[config.mk]
export PLATFORM = sky130hd
export DESIGN_NAME = drive_pwr_ctrl
export DESIGN_NICKNAME = d
export VERILOG_FILES = /design/src/rtl/pm_pkg.sv /design/src/rtl/pm_cmd_decode.sv /design/src/rtl/pm_idle_timer.sv /design/src/rtl/pm_state_fsm.sv /design/src/rtl/pm_query_resp.sv /design/src/rtl/drive_pwr_ctrl.sv
export SDC_FILE = /design/constraint.sdc
export NUM_CORES = 1
export LEC_CHECK = 0
export CAP_MARGIN = 20
export CORE_ASPECT_RATIO = 0.75
export CORE_UTILIZATION = 26
export CTS_CLUSTER_DIAMETER = 60
export DETAILED_ROUTE_END_ITERATION = 8
export REMOVE_ABC_BUFFERS = 1
export SKIP_LAST_GASP = 1
export SLEW_MARGIN = 20
export SYNTH_ARGS = -nofsm -noshare
export SYNTH_HDL_FRONTEND = slang
export SYNTH_SLANG_ARGS = --single-unit
[constraint.sdc]
create_clock -name clk -period 3.03 [get_ports clk]
set_input_delay 0.606 -clock clk [delete_from_list [all_inputs] [get_ports clk]]
set_output_delay 0.606 -clock clk [all_outputs]
set_load 0.005 [all_outputs]
[src/rtl/pm_pkg.sv]
package pm_pkg;

   localparam int OP_W = 8;

   typedef enum logic [1:0] {
      PS_SLEEP   = 2'd0,
      PS_STANDBY = 2'd1,
      PS_IDLE    = 2'd2,
      PS_ACTIVE  = 2'd3
   } pstate_e;

   typedef enum logic [2:0] {
      CC_MEDIA,
      CC_IDLE_TMR,
      CC_IDLE_NOW,
      CC_STBY_TMR,
      CC_STBY_NOW,
      CC_QUERY,
      CC_SLEEP
   } cclass_e;

   localparam logic [OP_W-1:0] OP_IDLE_TMR_A = 8'h97;
   localparam logic [OP_W-1:0] OP_IDLE_TMR_B = 8'hE3;
   localparam logic [OP_W-1:0] OP_IDLE_NOW_A = 8'h95;
   localparam logic [OP_W-1:0] OP_IDLE_NOW_B = 8'hE1;
   localparam logic [OP_W-1:0] OP_STBY_TMR_A = 8'h96;
   localparam logic [OP_W-1:0] OP_STBY_TMR_B = 8'hE2;
   localparam logic [OP_W-1:0] OP_STBY_NOW_A = 8'h94;
   localparam logic [OP_W-1:0] OP_STBY_NOW_B = 8'hE0;
   localparam logic [OP_W-1:0] OP_QUERY_A    = 8'h98;
   localparam logic [OP_W-1:0] OP_QUERY_B    = 8'hE5;
   localparam logic [OP_W-1:0] OP_SLEEP_A    = 8'h99;
   localparam logic [OP_W-1:0] OP_SLEEP_B    = 8'hE6;

   localparam logic [OP_W-1:0] STAT_SPUN = 8'hFF;
   localparam logic [OP_W-1:0] STAT_DOWN = 8'h00;

   function automatic logic is_spun(input pstate_e s);
      return (s == PS_IDLE) || (s == PS_ACTIVE);
   endfunction

endpackage

[src/rtl/pm_cmd_decode.sv]
module pm_cmd_decode
   import pm_pkg::*;
(
   input  logic [OP_W-1:0] op,
   output cclass_e         cls
);
   always_comb begin
      unique case (op)
         OP_IDLE_TMR_A, OP_IDLE_TMR_B: cls = CC_IDLE_TMR;
         OP_IDLE_NOW_A, OP_IDLE_NOW_B: cls = CC_IDLE_NOW;
         OP_STBY_TMR_A, OP_STBY_TMR_B: cls = CC_STBY_TMR;
         OP_STBY_NOW_A, OP_STBY_NOW_B: cls = CC_STBY_NOW;
         OP_QUERY_A,    OP_QUERY_B:    cls = CC_QUERY;
         OP_SLEEP_A,    OP_SLEEP_B:    cls = CC_SLEEP;
         default:                      cls = CC_MEDIA;
      endcase
   end
endmodule

[src/rtl/pm_idle_timer.sv]
module pm_idle_timer #(
   parameter int COUNT_W        = 8,
   parameter int TICKS_PER_UNIT = 4
) (
   input  logic               clk,
   input  logic               rst_n,
   input  logic               clr,
   input  logic               load_cfg,
   input  logic [COUNT_W-1:0] cfg_in,
   input  logic               restart,
   input  logic               run,
   input  logic               tick,
   output logic               expire
);
   localparam int UNIT_W = $clog2(TICKS_PER_UNIT + 1);
   localparam int CNT_W  = COUNT_W + UNIT_W;
   localparam logic [CNT_W-1:0] TPU_V = CNT_W'(TICKS_PER_UNIT);
   localparam logic [CNT_W-1:0] ONE_V = CNT_W'(1);

   logic [COUNT_W-1:0] cfg_q;
   logic [CNT_W-1:0]   cnt_q;
   logic [COUNT_W-1:0] cfg_eff;
   logic [CNT_W-1:0]   reload_val;
   logic               enabled;

   assign cfg_eff = load_cfg ? cfg_in : cfg_q;
   assign enabled = (cfg_q != '0);

   generate
      if (TICKS_PER_UNIT == 1) begin : g_unit_direct
         assign reload_val = CNT_W'(cfg_eff);
      end else begin : g_unit_scaled
         assign reload_val = CNT_W'(cfg_eff) * TPU_V;
      end
   endgenerate

   assign expire = run && tick && !restart && !clr && enabled && (cnt_q == ONE_V);

   always_ff @(posedge clk or negedge rst_n) begin
      if (!rst_n) begin
         cfg_q <= '0;
         cnt_q <= '0;
      end else if (clr) begin
         cfg_q <= '0;
         cnt_q <= '0;
      end else begin
         if (load_cfg) cfg_q <= cfg_in;
         if (restart) begin
            cnt_q <= reload_val;
         end else if (run && tick && enabled && (cnt_q > ONE_V)) begin
            cnt_q <= cnt_q - ONE_V;
         end
      end
   end

   AST_ZERO_CFG_SILENT: assert property (@(posedge clk) disable iff (!rst_n)
      (cfg_q == '0) |-> !expire);
   AST_CNT_BOUND: assert property (@(posedge clk) disable iff (!rst_n)
      cnt_q <= CNT_W'(cfg_q) * TPU_V);
endmodule

[src/rtl/pm_state_fsm.sv]
module pm_state_fsm
   import pm_pkg::*;
(
   input  logic    clk,
   input  logic    rst_n,
   input  logic    sw_reset,
   input  logic    cmd_valid,
   input  cclass_e cls,
   input  logic    expire,
   output logic    accept,
   output pstate_e state
);
   pstate_e state_q, state_d;

   assign accept = cmd_valid && !sw_reset && (state_q != PS_SLEEP);
   assign state  = state_q;

   always_comb begin
      state_d = state_q;
      if (sw_reset) begin
         state_d = PS_STANDBY;
      end else if (accept) begin
         unique case (cls)
            CC_IDLE_TMR, CC_IDLE_NOW: state_d = PS_IDLE;
            CC_STBY_TMR, CC_STBY_NOW: state_d = PS_STANDBY;
            CC_SLEEP:                 state_d = PS_SLEEP;
            CC_MEDIA:                 state_d = PS_ACTIVE;
            default:                  state_d = state_q;
         endcase
      end else if (expire) begin
         state_d = PS_STANDBY;
      end
   end

   always_ff @(posedge clk or negedge rst_n) begin
      if (!rst_n) state_q <= PS_STANDBY;
      else        state_q <= state_d;
   end

   AST_SLEEP_STICKY: assert property (@(posedge clk) disable iff (!rst_n)
      (state_q == PS_SLEEP && !sw_reset) |=> (state_q == PS_SLEEP));
   AST_SWRST_STANDBY: assert property (@(posedge clk) disable iff (!rst_n)
      sw_reset |=> (state_q == PS_STANDBY));
   AST_MEDIA_ACTIVE: assert property (@(posedge clk) disable iff (!rst_n)
      (accept && cls == CC_MEDIA) |=> (state_q == PS_ACTIVE));
   AST_EXPIRE_DOWN: assert property (@(posedge clk) disable iff (!rst_n)
      (expire && !cmd_valid && !sw_reset) |=> (state_q == PS_STANDBY));
   AST_QUERY_KEEPS: assert property (@(posedge clk) disable iff (!rst_n)
      (accept && cls == CC_QUERY) |=> $stable(state_q));
endmodule

[src/rtl/pm_query_resp.sv]
module pm_query_resp
   import pm_pkg::*;
#(
   parameter bit QUERY_REG = 1'b1
) (
   input  logic            clk,
   input  logic            rst_n,
   input  logic            clr,
   input  logic            fire,
   input  logic            spun,
   output logic            q_valid,
   output logic [OP_W-1:0] q_byte
);
   generate
      if (QUERY_REG) begin : g_registered
         always_ff @(posedge clk or negedge rst_n) begin
            if (!rst_n) begin
               q_valid <= 1'b0;
               q_byte  <= STAT_DOWN;
            end else begin
               q_valid <= fire && !clr;
               if (fire) q_byte <= spun ? STAT_SPUN : STAT_DOWN;
            end
         end
      end else begin : g_direct
         assign q_valid = fire && !clr;
         assign q_byte  = spun ? STAT_SPUN : STAT_DOWN;
      end
   endgenerate

   AST_QUERY_CODE: assert property (@(posedge clk) disable iff (!rst_n)
      q_valid |-> (q_byte == STAT_SPUN || q_byte == STAT_DOWN));
endmodule

[src/rtl/drive_pwr_ctrl.sv]
module drive_pwr_ctrl
   import pm_pkg::*;
#(
   parameter int COUNT_W        = 8,
   parameter int TICKS_PER_UNIT = 4,
   parameter bit QUERY_REG      = 1'b1
) (
   input  logic               clk,
   input  logic               rst_n,
   input  logic               soft_rst,
   input  logic               cmd_stb,
   input  logic [7:0]         cmd_op,
   input  logic [COUNT_W-1:0] cmd_count,
   input  logic               unit_tick,
   output logic [1:0]         pwr_state,
   output logic               spin_en,
   output logic               stat_valid,
   output logic [7:0]         stat_byte
);
   initial begin
      assert (COUNT_W >= 1 && COUNT_W <= 24)
         else $error("COUNT_W out of range");
      assert (TICKS_PER_UNIT >= 1 && TICKS_PER_UNIT <= 65536)
         else $error("TICKS_PER_UNIT out of range");
   end

   cclass_e cls;
   pstate_e state;
   logic    accept, expire, spun, load_cfg;

   pm_cmd_decode u_dec (
      .op  (cmd_op),
      .cls (cls)
   );

   assign spun     = is_spun(state);
   assign load_cfg = accept && (cls == CC_IDLE_TMR || cls == CC_STBY_TMR);

   pm_idle_timer #(
      .COUNT_W        (COUNT_W),
      .TICKS_PER_UNIT (TICKS_PER_UNIT)
   ) u_tmr (
      .clk      (clk),
      .rst_n    (rst_n),
      .clr      (soft_rst),
      .load_cfg (load_cfg),
      .cfg_in   (cmd_count),
      .restart  (accept),
      .run      (spun),
      .tick     (unit_tick),
      .expire   (expire)
   );

   pm_state_fsm u_fsm (
      .clk       (clk),
      .rst_n     (rst_n),
      .sw_reset  (soft_rst),
      .cmd_valid (cmd_stb),
      .cls       (cls),
      .expire    (expire),
      .accept    (accept),
      .state     (state)
   );

   pm_query_resp #(
      .QUERY_REG (QUERY_REG)
   ) u_qry (
      .clk     (clk),
      .rst_n   (rst_n),
      .clr     (soft_rst),
      .fire    (accept && cls == CC_QUERY),
      .spun    (spun),
      .q_valid (stat_valid),
      .q_byte  (stat_byte)
   );

   assign pwr_state = state;
   assign spin_en   = spun;
endmodule

==> impl_metrics.yaml <==
outcome:
  status: "finished clean"
place:
  placed_cell_area_um2: 1960
  hpwl_mm: 3.15
  gp_congestion: 0.887
  portBuffers: 32
global_route:
  grt_pass1_vias: 1287
  grt.met1_usage_pct: 21.4
  globalRouteOverflowTotal: 0
  use_met2_pct: 17.8
  grt_max_degree: 24
  grtUsageTotal_pct: 13.5
  antenna_found_initial: 0
  top_usage_layer: "met1"
  grt_pass1_wl_mm: 6.86
  grt_use_met3_pct: 4.93
synth:
  synth_edf_count: 0
  synth_cells: 167
  synth_area_um2: 1580
  synth_top_family_by_area: "simple AND/OR/NAND/NOR gates"
  synth_compound_area_share_pct: 18.7
  synth_xor_xnor_area_share_pct: 2.22
  yosys.cell_types.count: 56
  synth_area_leaders: "dfrtp_1, mux2i_1, nor2_1"
  async_flop_share_pct: 100
  synth.most_common_cell: "dfrtp_1"
  post_synth.cell_area_avg_um2: 9.46
  yosysTopAreaCell: "dfrtp_1"
  synth-simple-area-share_pct: 25.3
  yosysSeqAreaShare_pct: 36.5
  synth-seq-cells: 23
  synth_flop_cell: "dfrtp_1"
  ys_top_cells_by_count: "dfrtp_1, nor2_1, mux2i_1, a21oi_1, nand2_1"
  synth.mux.area_fraction_pct: 9.26
  synth_fa_ha_area_share_pct: 1.58
  yosys_warnings: 0
  synth_top_area_share_pct: 34.8
sta:
  worst_slew_pin_slew_ns: 0.633
  fin_crit_sh_pct: 85.5
  setup_viol: 0
  report.final.hold_viol_count: 0
  final_max_slew_viol_count: 0
  rsz0062_at_grt: "no"
  max_slew_margin_pct: 57.4
  skew_ns: 0.00815
  tns_ns: 0
  max_freq_mhz: 386
  period_needed_ns: 2.59
finish:
  diodes: 0
  fill_cells: 619
  drive_gt1_share_pct: 13.7
  stdcell_area_um2: 2010
  nets: 221
  areaGrowthSynthToFinish_pct: 27.1
worst_setup_path:
  crit_path_max_fanout: 8
  crit_start: "cmd_op[2]"
  critical_path_class: "in -> reg"
  r2r_start: "u_tmr.cnt_q[0]"
  crit_family: "simple AND/OR/NAND/NOR gates"
  cp.arrival_ns: 2.77
  startpoint_type: "input pin"
  cp.buffers_inverters: 1
  path_cells: "clkdlybuf4s50_1 > and4bb_2 > o211ai_4 > or3_1 > mux2i_2 > o221a_1"
  critical_path.slowest_cell: "or3_1"
  critical_path_required_ns: 3.20
  critical_path.endpoint_type: "flip-flop"
  critical-path-max-stage-delay_ns: 0.60
clock_network:
  postCtsSetupRepairBufs: 0
  cts_made_buffers: 3
  clock_latency_ns: 0.28
  numClockSinks: 23
  cts_tree: "done"
  cts_root_buf: "clkbuf_8"
  holdBufCountCts: 0
  cts_buffer_depth: 2
  clkTransAtPathRegs_ns: 0.09
  cts-resized-gates: 0
  htreeDepth: 1
power:
  total_leakage_power_nw: 0.877
  p_total_w: 0.000675
  pwr_density_cell_nw_per_um2: 336
  ir_drop_v: 0.000145
detailed_routing:
  wl_mm: 4.10
  wl_per_cell_um: 14.9
  dr.pass1.iters: 4
  viasPerCell: 5.26
  first_iter_violations: 82
  routed-via-count: 1446
  drc: 0
  final_antenna_net_count: 0
floorplan:
  die_h_um: 69.5
  io_pins: 33
  rows: 24
  dieArea_um2: 6400
  coreArea_um2: 5830
  die_x_um: 92.0
  start_util_pct: 27.1
flow_run:
  max-cap-violations: 0
hold_path:
  min-delay-start: "u_fsm.state[0]"
  hold_class: "reg -> reg"
[cell usage in the layout, fill, tap and decap left out, types with 6 or more instances in the layout]
cell              n
nand4_1           6
dfrtp_1          22
mux2i_1          11
a21oi_1           9
o21ai_0           7
clkdlybuf4s50_1  32
nor2_1           18
nand2_1           9
inv_1             7
[cell families after synthesis]
group | count (synthesis)
buffers and inverters | 18
AO/OA/AOI/OAI | 40
multiplexers | 14
XOR/XNOR | 4
adder cells (fa/ha/maj) | 2
AND/OR/NAND/NOR | 66
flip-flops | 23
[worst reg2reg max path, stage by stage, from the launching register on]
cell and delay (ns):
dfrtp_1 0.44, inv_1 0.08, ha_1 0.18, or3b_1 0.43, nor3_2 0.29, nand4_1 0.19
nor4b_1 0.35, mux2_2 0.37
[power breakdown]
part           internal (W)  leakage (nW)  switching, W
Combinational     0.0000709         0.542     0.0000696
Clock             0.0000935        0.0217      0.000114
Sequential         0.000315         0.313     0.0000125
Total              0.000479         0.877      0.000196
[layout make-up]
type	count	area, um^2	area share (%)
inverters	7	26.3	1.31
well taps	78	97.6	4.86
clock buffers	3	41.3	2.06
flip-flops and latches	23	577	28.7
clock inverters	1	7.51	0.374
multi-input cells	126	901	44.9
repair buffers	37	358	17.8
[flip-flops by register name, summed over array words and instances (netlist names)]
name,cells
u_tmr.cnt_q,11
u_fsm.state,2
u_tmr.cfg_q,8
u_qry.q_valid,1
u_qry.q_byte,1
[metal layers]
layer	wire length, um	part of all wire, %	up-vias
met5	0	0	-
met4	10	0.24	0
met1	2090	51	706
met2	1680	41	48
li1	-	-	689
met3	319	7.8	3
[per-stage QoR]
step	hold WS [ns]	std cells	util [%]	setup WS, ns
2_1_floorplan	0.310	156	-	0.833
3_3_place_gp	0.534	271	33.6	0.222
3_5_place_dp	0.535	271	33.6	0.145
4_1_cts	0.549	275	34.5	0.434
5_1_grt	0.592	275	34.5	0.321
6_report	0.543	275	34.5	0.439
[path summary, 6_finish.rpt]
kind                                   endpoint  slack, ns  depth (start not counted)
worst max-delay path             u_tmr.cnt_q[7]       0.44                          6
worst min-delay path             u_fsm.state[0]       0.54                          2
worst min register to register   u_fsm.state[0]       0.54                          2
worst max register to register  u_tmr.cnt_q[10]       0.59                          7
max in group asynchronous        u_fsm.state[0]       2.05                          2
min in group asynchronous        u_fsm.state[1]       0.69                          2
Note: power is estimated with default switching activity, not from simulation.
